File: src/rtl/smp_scan_pkg.sv
`timescale 1ns/1ps
package smp_scan_pkg;
  localparam int NCH = 4;

  typedef struct packed {
    logic [2:0] spare;
    logic       dig_pd;
    logic       ana_pd;
    logic       ac_hi;
    logic       ac_lo;
    logic       en_hi;
    logic       en_lo;
    logic [1:0] div_shift;
    logic [1:0] clk_sel;
    logic [2:0] mode;
  } scan_cfg_t;

  typedef struct packed {
    logic [2:0] count;
    logic [1:0] base;
  } scan_pat_t;

  function automatic scan_pat_t decode_mode(input logic [2:0] mode);
    scan_pat_t p;
    if (mode[2]) begin
      p.count = 3'd1;
      p.base  = mode[1:0];
    end else begin
      case (mode[1:0])
        2'b01:   begin p.count = 3'd4; p.base = 2'd0; end
        2'b10:   begin p.count = 3'd2; p.base = 2'd0; end
        2'b11:   begin p.count = 3'd2; p.base = 2'd2; end
        default: begin p.count = 3'd0; p.base = 2'd0; end
      endcase
    end
    return p;
  endfunction
endpackage

File: src/rtl/smp_scan_timer.sv
`timescale 1ns/1ps
module smp_scan_timer #(
  parameter int                 NUM_CLK   = 4,
  parameter int                 CW        = 8,
  parameter logic [4*CW-1:0]    MCLK_CYC  = {8'd5, 8'd6, 8'd7, 8'd8},
  parameter int                 CAL_TICKS = 20
) (
  input  logic          clk,
  input  logic          rst_n,
  input  logic          restart,
  input  logic          halt,
  input  logic [1:0]    clk_sel,
  input  logic [1:0]    div_shift,
  input  logic          cal_start,
  input  logic          cal_stop,
  output logic [CW-1:0] slot,
  output logic          first_sub,
  output logic          cal_busy
);
  localparam int CALW = $clog2(CAL_TICKS + 1);

  logic [CW-1:0]   per_tab [4];
  logic [CW-1:0]   mlast;
  logic [2:0]      dlast;
  logic [CW-1:0]   mcnt;
  logic [2:0]      dcnt;
  logic [CALW-1:0] cal_left;
  logic            mwrap;

  for (genvar g = 0; g < 4; g++) begin : g_tab
    if (g < NUM_CLK) begin : g_have
      assign per_tab[g] = MCLK_CYC[g*CW +: CW];
    end else begin : g_clamp
      assign per_tab[g] = MCLK_CYC[(NUM_CLK-1)*CW +: CW];
    end
  end

  assign mlast = per_tab[clk_sel] - CW'(1);
  assign dlast = 3'((4'd1 << div_shift) - 4'd1);
  assign mwrap = (mcnt == mlast);

  always_ff @(posedge clk) begin
    if (!rst_n) begin
      mcnt <= '0;
      dcnt <= '0;
    end else if (restart || halt) begin
      mcnt <= '0;
      dcnt <= '0;
    end else if (mwrap) begin
      mcnt <= '0;
      dcnt <= (dcnt == dlast) ? 3'd0 : dcnt + 3'd1;
    end else begin
      mcnt <= mcnt + CW'(1);
    end
  end

  always_ff @(posedge clk) begin
    if (!rst_n) begin
      cal_left <= '0;
    end else if (cal_stop) begin
      cal_left <= '0;
    end else if (cal_start) begin
      cal_left <= CALW'(CAL_TICKS);
    end else if (cal_left != '0 && !restart && !halt && mwrap) begin
      cal_left <= cal_left - CALW'(1);
    end
  end

  assign slot      = mcnt;
  assign first_sub = (dcnt == 3'd0);
  assign cal_busy  = (cal_left != '0);
endmodule

File: src/rtl/smp_scan_out.sv
`timescale 1ns/1ps
module smp_scan_out
  import smp_scan_pkg::*;
#(
  parameter int DATA_W = 16
) (
  input  logic                  clk,
  input  logic                  rst_n,
  input  logic                  strobe,
  input  logic [1:0]            chan,
  input  logic                  en_lo,
  input  logic                  en_hi,
  input  logic [NCH*DATA_W-1:0] smp_in,
  input  logic                  out_ready,
  output logic                  out_valid,
  output logic [1:0]            out_chan,
  output logic [DATA_W-1:0]     out_data
);
  logic [DATA_W-1:0] lane [NCH];

  for (genvar g = 0; g < NCH; g++) begin : g_lane
    if (g < NCH/2) begin : g_lo
      assign lane[g] = en_lo ? smp_in[g*DATA_W +: DATA_W] : '0;
    end else begin : g_hi
      assign lane[g] = en_hi ? smp_in[g*DATA_W +: DATA_W] : '0;
    end
  end

  always_ff @(posedge clk) begin
    if (!rst_n) begin
      out_valid <= 1'b0;
      out_chan  <= '0;
      out_data  <= '0;
    end else if (strobe && (!out_valid || out_ready)) begin
      out_valid <= 1'b1;
      out_chan  <= chan;
      out_data  <= lane[chan];
    end else if (out_ready) begin
      out_valid <= 1'b0;
    end
  end
endmodule

File: src/rtl/smp_scanner.sv
`timescale 1ns/1ps
module smp_scanner
  import smp_scan_pkg::*;
#(
  parameter int              DATA_W    = 16,
  parameter int              NUM_CLK   = 4,
  parameter int              CW        = 8,
  parameter logic [4*CW-1:0] MCLK_CYC  = {8'd5, 8'd6, 8'd7, 8'd8},
  parameter int              CAL_TICKS = 20
) (
  input  logic                  clk,
  input  logic                  rst_n,
  input  logic                  cfg_wr,
  input  logic [15:0]           cfg_wdata,
  input  logic [NCH*DATA_W-1:0] smp_in,
  output logic                  cal_busy,
  output logic                  out_valid,
  input  logic                  out_ready,
  output logic [1:0]            out_chan,
  output logic [DATA_W-1:0]     out_data
);
  scan_cfg_t cfg_q;
  scan_cfg_t cfg_n;
  scan_pat_t pat;
  logic      pd_now;
  logic      pd_next;
  logic      cal_go;
  logic      cal_end;
  logic [CW-1:0] slot;
  logic      first_sub;
  logic      strobe;
  logic [1:0] chan;

  assign cfg_n   = scan_cfg_t'(cfg_wdata);
  assign pd_now  = cfg_q.ana_pd | cfg_q.dig_pd;
  assign pd_next = cfg_n.ana_pd | cfg_n.dig_pd;
  assign cal_end = cfg_wr && pd_next;
  assign cal_go  = cfg_wr && cfg_q.dig_pd && !pd_next;

  always_ff @(posedge clk) begin
    if (!rst_n) cfg_q <= '0;
    else if (cfg_wr) cfg_q <= cfg_n;
  end

  assign pat = decode_mode(cfg_q.mode);

  smp_scan_timer #(
    .NUM_CLK  (NUM_CLK),
    .CW       (CW),
    .MCLK_CYC (MCLK_CYC),
    .CAL_TICKS(CAL_TICKS)
  ) u_timer (
    .clk      (clk),
    .rst_n    (rst_n),
    .restart  (cfg_wr),
    .halt     (pd_now),
    .clk_sel  (cfg_q.clk_sel),
    .div_shift(cfg_q.div_shift),
    .cal_start(cal_go),
    .cal_stop (cal_end),
    .slot     (slot),
    .first_sub(first_sub),
    .cal_busy (cal_busy)
  );

  assign strobe = !pd_now && !cal_busy && first_sub &&
                  (slot < CW'(pat.count));
  assign chan   = pat.base + slot[1:0];

  smp_scan_out #(.DATA_W(DATA_W)) u_out (
    .clk      (clk),
    .rst_n    (rst_n),
    .strobe   (strobe),
    .chan     (chan),
    .en_lo    (cfg_q.en_lo),
    .en_hi    (cfg_q.en_hi),
    .smp_in   (smp_in),
    .out_ready(out_ready),
    .out_valid(out_valid),
    .out_chan (out_chan),
    .out_data (out_data)
  );
endmodule

File: config.mk
export PLATFORM = sky130hd
export DESIGN_NAME = smp_scanner
export DESIGN_NICKNAME = d
export VERILOG_FILES = /design/src/rtl/smp_scan_pkg.sv /design/src/rtl/smp_scan_timer.sv /design/src/rtl/smp_scan_out.sv /design/src/rtl/smp_scanner.sv
export SDC_FILE = /design/constraint.sdc
export NUM_CORES = 1
export LEC_CHECK = 0
export ABC_AREA = 1
export CELL_PAD_IN_SITES_DETAIL_PLACEMENT = 0
export CELL_PAD_IN_SITES_GLOBAL_PLACEMENT = 1
export CORE_UTILIZATION = 25
export CTS_BUF_LIST = sky130_fd_sc_hd__clkbuf_8
export DETAILED_ROUTE_END_ITERATION = 12
export GPL_ROUTABILITY_DRIVEN = 0
export PLACE_DENSITY_LB_ADDON = 0.3
export SETUP_SLACK_MARGIN = 0.2
export SYNTH_ARGS = -nofsm -noshare
export SYNTH_HDL_FRONTEND = slang
export SYNTH_SLANG_ARGS = --single-unit
File: constraint.sdc
create_clock -name clk -period 2.1 [get_ports clk]
set_input_delay 0.21 -clock clk [delete_from_list [all_inputs] [get_ports clk]]
set_output_delay 0.21 -clock clk [all_outputs]
set_load 0.1 [all_outputs]
# After elaboration in Yosys (flattened, before gate mapping)

Cells that the tools add are included.

Bits of input ports: 84
Flip-flop bits (word level): 46
Output and inout bits: 20
Word-level logic and storage cells: 76

Equal/unequal tests: 5
$add $sub $neg: 6
Shift operators: 1
Reductions and logical operators: 25
Mux-type cells: 17
$lt $le $gt $ge: 3
Bitwise gates (word level): 5

Operator list:

| kind                                                               | number |
|---|---|
| 16-bit two-way mux                                                 | 6 |
| 16-bit binary-select mux with 2-bit select                         | 1 |
| 8-bit binary-select mux with 2-bit select                          | 1 |
| 8-bit two-way mux                                                  | 2 |
| 5-bit two-way mux                                                  | 3 |
| 5-bit case mux with 3 select lines                                 | 1 |
| 1-bit logical AND                                                  | 10 |
| 8-bit by 1-bit adder with 8-bit output, second input constant      | 1 |
| 8-bit equality test                                                | 1 |
| 8-bit by 3-bit less-than comparator with 1-bit output              | 1 |
| 8-bit by 1-bit subtractor with 8-bit output, second input constant | 1 |
| 3-bit greater-or-equal comparator, second input constant           | 2 |
| 2-bit NOT with 3-bit output                                        | 2 |
| 3-bit OR reduction                                                 | 2 |
| 1-bit logical NOT                                                  | 5 |
| 5-bit nonzero test                                                 | 1 |
| 5-bit by 1-bit subtractor with 5-bit output, second input constant | 1 |
| 2-bit equality test, second input constant                         | 2 |
| 2-bit nonzero test                                                 | 2 |
| 2-bit OR reduction                                                 | 2 |
| 3-bit by 1-bit adder with 3-bit output, second input constant      | 1 |
| 3-bit equality test                                                | 1 |
| 3-bit logical NOT                                                  | 1 |
| 3-bit two-way mux                                                  | 1 |
| other kinds (8)                                                    | 11 |

# Longest topological paths before layout

Word-level depth: 9
Mapped depth: 13
Gate-level depth less buffers: 12

# By module

A second synthesis with hierarchy kept.

Cell total of the unflattened synthesis: 506
Area total of the unflattened synthesis: 3119.2 µm²

By module, submodules not included:

| module         | cells each | area an instance (µm²) | sequential area each (µm²) | times used |
|---|---|---|---|---|
| smp_scan_out   | 289        | 1554.0                 | 380.4                      | 1 |
| smp_scan_timer | 138        | 998.5                  | 320.3                      | 1 |
| smp_scanner    | 79         | 566.8                  | 220.2                      | 1 |

# Worst setup path before layout

No wires, ideal clock.

Path kind: register -> register
From: register u_timer.cal_left[0]
To: register u_out.out_data[10]
Library setup time: 113 ps
Buffers on the path: 1
Data arrival time: 1832 ps
Clock period less this slack: 1944 ps
Cell stages (with the launch flop): 9
Slack: 156 ps
Data required time: 1987 ps
Path through: dfxtp_1 -> inv_1 -> ha_1 -> nand3_2 -> nor2_2 -> nand3_4 -> clkbuf_8 -> nor2_1 -> nor2_1

Cells in the longest elaborated chain, start to end: 6

RTL lines:

| element                         | RTL line             | source |
|---|---|---|
| from (decl)                     | smp_scan_timer.sv:27 | `logic [CALW-1:0] cal_left;` |
| from (signal assigned)          | smp_scan_timer.sv:63 | `cal_left <= CALW'(CAL_TICKS);` |
| from (signal assigned)          | smp_scan_timer.sv:65 | `cal_left <= cal_left - CALW'(1);` |
| 5-bit nonzero test              | smp_scan_timer.sv:71 | `assign cal_busy = (cal_left != '0);` |
| net cal_busy                    | smp_scanner.sv:16    | `output logic cal_busy,` |
| 1-bit logical NOT               | smp_scanner.sv:66    | `assign strobe = !pd_now && !cal_busy && first_sub &&` |
| 1-bit logical AND (3 in series) | smp_scanner.sv:66    |  |
| 1-bit logical AND               | smp_scan_out.sv:34   | `end else if (strobe && (!out_valid \|\| out_ready)) begin` |
| to (signal assigned)            | smp_scan_out.sv:37   | `out_data <= lane[chan];` |
| to (decl)                       | smp_scan_out.sv:17   | `output logic [DATA_W-1:0] out_data` |

The timed path passes the listed nets, and every way through them passes these cells.
A chain may end at the register's enable or synchronous reset.

# Worst setup path in the final report

From: register cfg_q[1] (netlist bit)
To: register u_out.out_data[2]

Cells in the longest elaborated chain, start to end: 8
Elaborated cells on any way between the ends: 13
Classes of those cells: 1 x add/sub; 1 x order compare; 3 x eq/ne; 5 x mux; 1 x bitwise; 2 x reduce/logical

RTL lines:

| element                                                                                      | RTL line           | source |
|---|---|---|
| from (decl)                                                                                  | smp_scanner.sv:22  | `scan_cfg_t cfg_q;` |
| from (signal assigned)                                                                       | smp_scanner.sv:42  | `else if (cfg_wr) cfg_q <= cfg_n;` |
| 2-bit equality test / 2-bit by 1-bit equality test with 1-bit output (equally long branches) | smp_scan_pkg.sv:29 | `case (mode[1:0])` |
| 5-bit case mux with 3 select lines                                                           | smp_scan_pkg.sv:29 |  |
| 5-bit two-way mux *                                                                          | smp_scan_pkg.sv:25 | `if (mode[2]) begin` |
| 2-bit adder                                                                                  | smp_scanner.sv:68  | `assign chan = pat.base + slot[1:0];` |
| 2-bit NOT with 3-bit output (implied by the code)                                            | smp_scan_out.sv:37 |  |
| 16-bit binary-select mux with 2-bit select                                                   | smp_scan_out.sv:37 |  |
| 16-bit two-way mux (implied by the code) (2 in series)                                       | smp_scan_out.sv:37 |  |

Every way passes the cells marked *; elsewhere a longest branch is shown, timed or not. The select of a mux whose other input is x is not followed.

==> impl_metrics.tcl <==
set metrics [dict create \
    antenna_left 0 \
    worstPathRequired_ps 2340 \
    finalCritPeriodShare_pct 83.79 \
    setup_viol 0 \
    worstMarginPinSlew_ps 658.9 \
    ff_latch_area_um2 925.9 \
    die_h_um 110.5 \
    antenna_found_initial 0 \
    fillers 1269 \
    synthFlopType "dfxtp_1" \
    p_per_area_nw_per_um2 631.4 \
    num_vias 3164 \
    final_nets 681 \
    yosysWarnings 0 \
    placed_area_um2 4035 \
    cts_buffers 5 \
    yosys-top-cells-area "dfxtp_1 31%, nand2_1 24%, nor2_1 7.9%, inv_1 6.1%, nand3_1 5.4%" \
    cts_root_buffer "clkbuf_8" \
    layout-drive-gt1-share_pct 15.33 \
    clk_pin_slew_worst_paths_ps 100 \
    synth_top_area_share_pct 31.31 \
    skew_ps 15.87 \
    diodes 0 \
    clkPwrFrac_pct 22.8 \
    combPwrFrac_pct 41.6 \
    final_design_area_no_fill_um2 4393 \
    num_rows 39 \
    ctsHoldBuffers 0 \
    p_sw_mw 1.136 \
    die_w_um 110.5 \
    initial_core_util_pct 25.76 \
    ys_types 32 \
    slew_viol_final 0 \
    drt-pass1-iter-count 4 \
    grt_pass1_vias 3069 \
    routed_wl_um 9207 \
    p_int_mw 1.638 \
    ir_drop_mv 0.4308 \
    globalRouteTotalUtil_pct 14.08 \
    outcome "finished, final reports clean" \
    multi_input_area_um2 1872 \
    fmax_mhz 568.3 \
    max_slew_margin_pct 55.97 \
    cts.sinks 46 \
    viasPerCell 4.334 \
    rsz0062_at_grt "yes" \
    period_minus_slack_ps 1760 \
    synthArstFlopShare_pct 0 \
    critPathCaptureType "register" \
    ios 104 \
    synth-seq-cells 46 \
    seqPwrFrac_pct 35.6 \
    drtIter0Drc 109 \
    startpoint_type "register" \
    cts_tree "yes" \
    syn-num-nets 573 \
    insertion_delay_ps 300 \
    synthesis.area_um2 2942 \
    drc_errors 0 \
    cap_violations 0 \
    synthToLayoutAreaGrowth_pct 49.34 \
    overflow 0 \
    yosys.cell_count.top_type "nand2_1" \
    syn_inst 478 \
    wl_per_cell_um 12.61 \
    synth_edf_count 0 \
    core_area_um2 11420 \
    p_sw_share_pct 40.97 \
    leakagePower_nw 2.064 \
    clk_path_buf_depth 2 \
    avgSynthCellArea_um2 6.154 \
    yosys-top-cells-count "189 x nand2_1, 62 x nor2_1, 48 x inv_1" \
    ys_seq_area_share_pct 31.31 \
    critPathMaxFanout 6 \
    die_area_um2 12200 \
    min_path_type "reg2reg" \
    worstPathArrival_ps 2000 \
    setup_tns_ps 0 \
    grt_max_degree 35 \
    final_hold_viol_count 0 \
    htree_levels 2 \
    yosysTopAreaCell "dfxtp_1" \
    portBuffers 98 \
    dp_hpwl_um 6411 \
    grt_pass1_wl_um 14290 \
    critPathKind "reg2reg" \
]
[per-layer routing]
metal  vias up  track usage [%]  part of all wire [%]
met1      1417            18.07                    49
li1       1692                -                     -
met4         0            2.489                  0.43
met3         2            2.086                   2.5
met2        53            25.05                    48
met5         -                0                     0
[state kept, by name, indices dropped and copies added (netlist names)]
signal and count:
cfg_q 11, u_out.out_chan 2, u_out.out_data 16, u_out.out_valid 1, u_timer.cal_left 5, u_timer.dcnt 3, u_timer.slot 8
[critical path: stages, from the launching register on]
cell     delay, ps
dfxtp_1        340
inv_2           60
nand3_2         70
ha_2           170
nor2_1         120
nand4_1        180
nor2_4         190
buf_12         150
nand3_4        140
nand2_2        130
nand2_1         50
nor2_1         100
[cell usage in the layout (no fill, tap or decap), drive strengths merged]
master,n
o211ai,1
inv,49
o21ai,13
clkinv,1
ha,11
clkbuf,7
a21oi,17
a31oi,2
buf,37
nor2,65
nand2,201
nor3,2
nand3,39
o21a,1
clkdlybuf4s50,78
dfxtp,46
xor2,8
nand4,4
nor3b,2
xnor2,3
[layout make-up]
| cell class | instances | share of cell area (%) |
|---|---|---|
| clock buffers | 7 | 2.193 |
| multi-input cells | 369 | 42.61 |
| flip-flops and latches | 46 | 21.08 |
| well taps | 143 | 4.073 |
| repair buffers | 115 | 25.61 |
| clock inverters | 1 | 0.1994 |
| inverters | 49 | 4.244 |
[what timing repair did]
action                                  in CTS  in global routing
endpoints found under the setup margin       7                 34
setup buffers                                0                  7
gates cloned                                 0                  5
resized for setup                            1                 30
pin swaps                                    0                 15
[power by group through the flow]
| stage | Combinational (mW) | Sequential (mW) | Clock (mW) |
|---|---|---|---|
| 2_1_floorplan | 0.387 | 1.35 | 0 |
| 3_3_place_gp | 1.04 | 1.00 | 0 |
| 3_5_place_dp | 1.04 | 1.00 | 0 |
| 4_1_cts | 1.05 | 0.985 | 0.657 |
| 5_1_grt | 1.25 | 0.998 | 0.689 |
| 6_report | 1.15 | 0.987 | 0.633 |
[cell families after synthesis]
family          Yosys count  synth area share [%]
simple gates            308                 44.11
xor+xnor                 11                 3.275
fa+ha+maj                11                 4.679
buf+inv                  68                 10.46
flops                    46                 31.31
compound gates           34                 6.168
[through the flow]
step	hold slack (ps)	setup slack (ps)	util [%]	total power [mW]	std cells
after global placement	454.7	200.6	35.34	2.042	710
after floorplan	344.9	366.9	-	1.738	478
after CTS	473.0	211.0	36.28	2.688	718
after detailed placement	456.6	146.1	35.34	2.047	710
final	475.7	340.5	38.47	2.774	730
after global routing	499.1	174.1	38.47	2.937	730
[final timing paths]
check	from	end	slack [ps]	cells after the start
worst max-delay path	cfg_q[1]$_SDFFE_PN0P_	u_out.out_data[2]$_SDFFE_PN0P_	340	11
worst min-delay path	cfg_q[11]$_SDFFE_PN0P_	cfg_q[11]$_SDFFE_PN0P_	480	2
worst max register to register	cfg_q[1]$_SDFFE_PN0P_	u_out.out_data[2]$_SDFFE_PN0P_	340	11
worst min register to register	cfg_q[11]$_SDFFE_PN0P_	cfg_q[11]$_SDFFE_PN0P_	480	2
No activity file was read; power rests on OpenSTA's default activity.
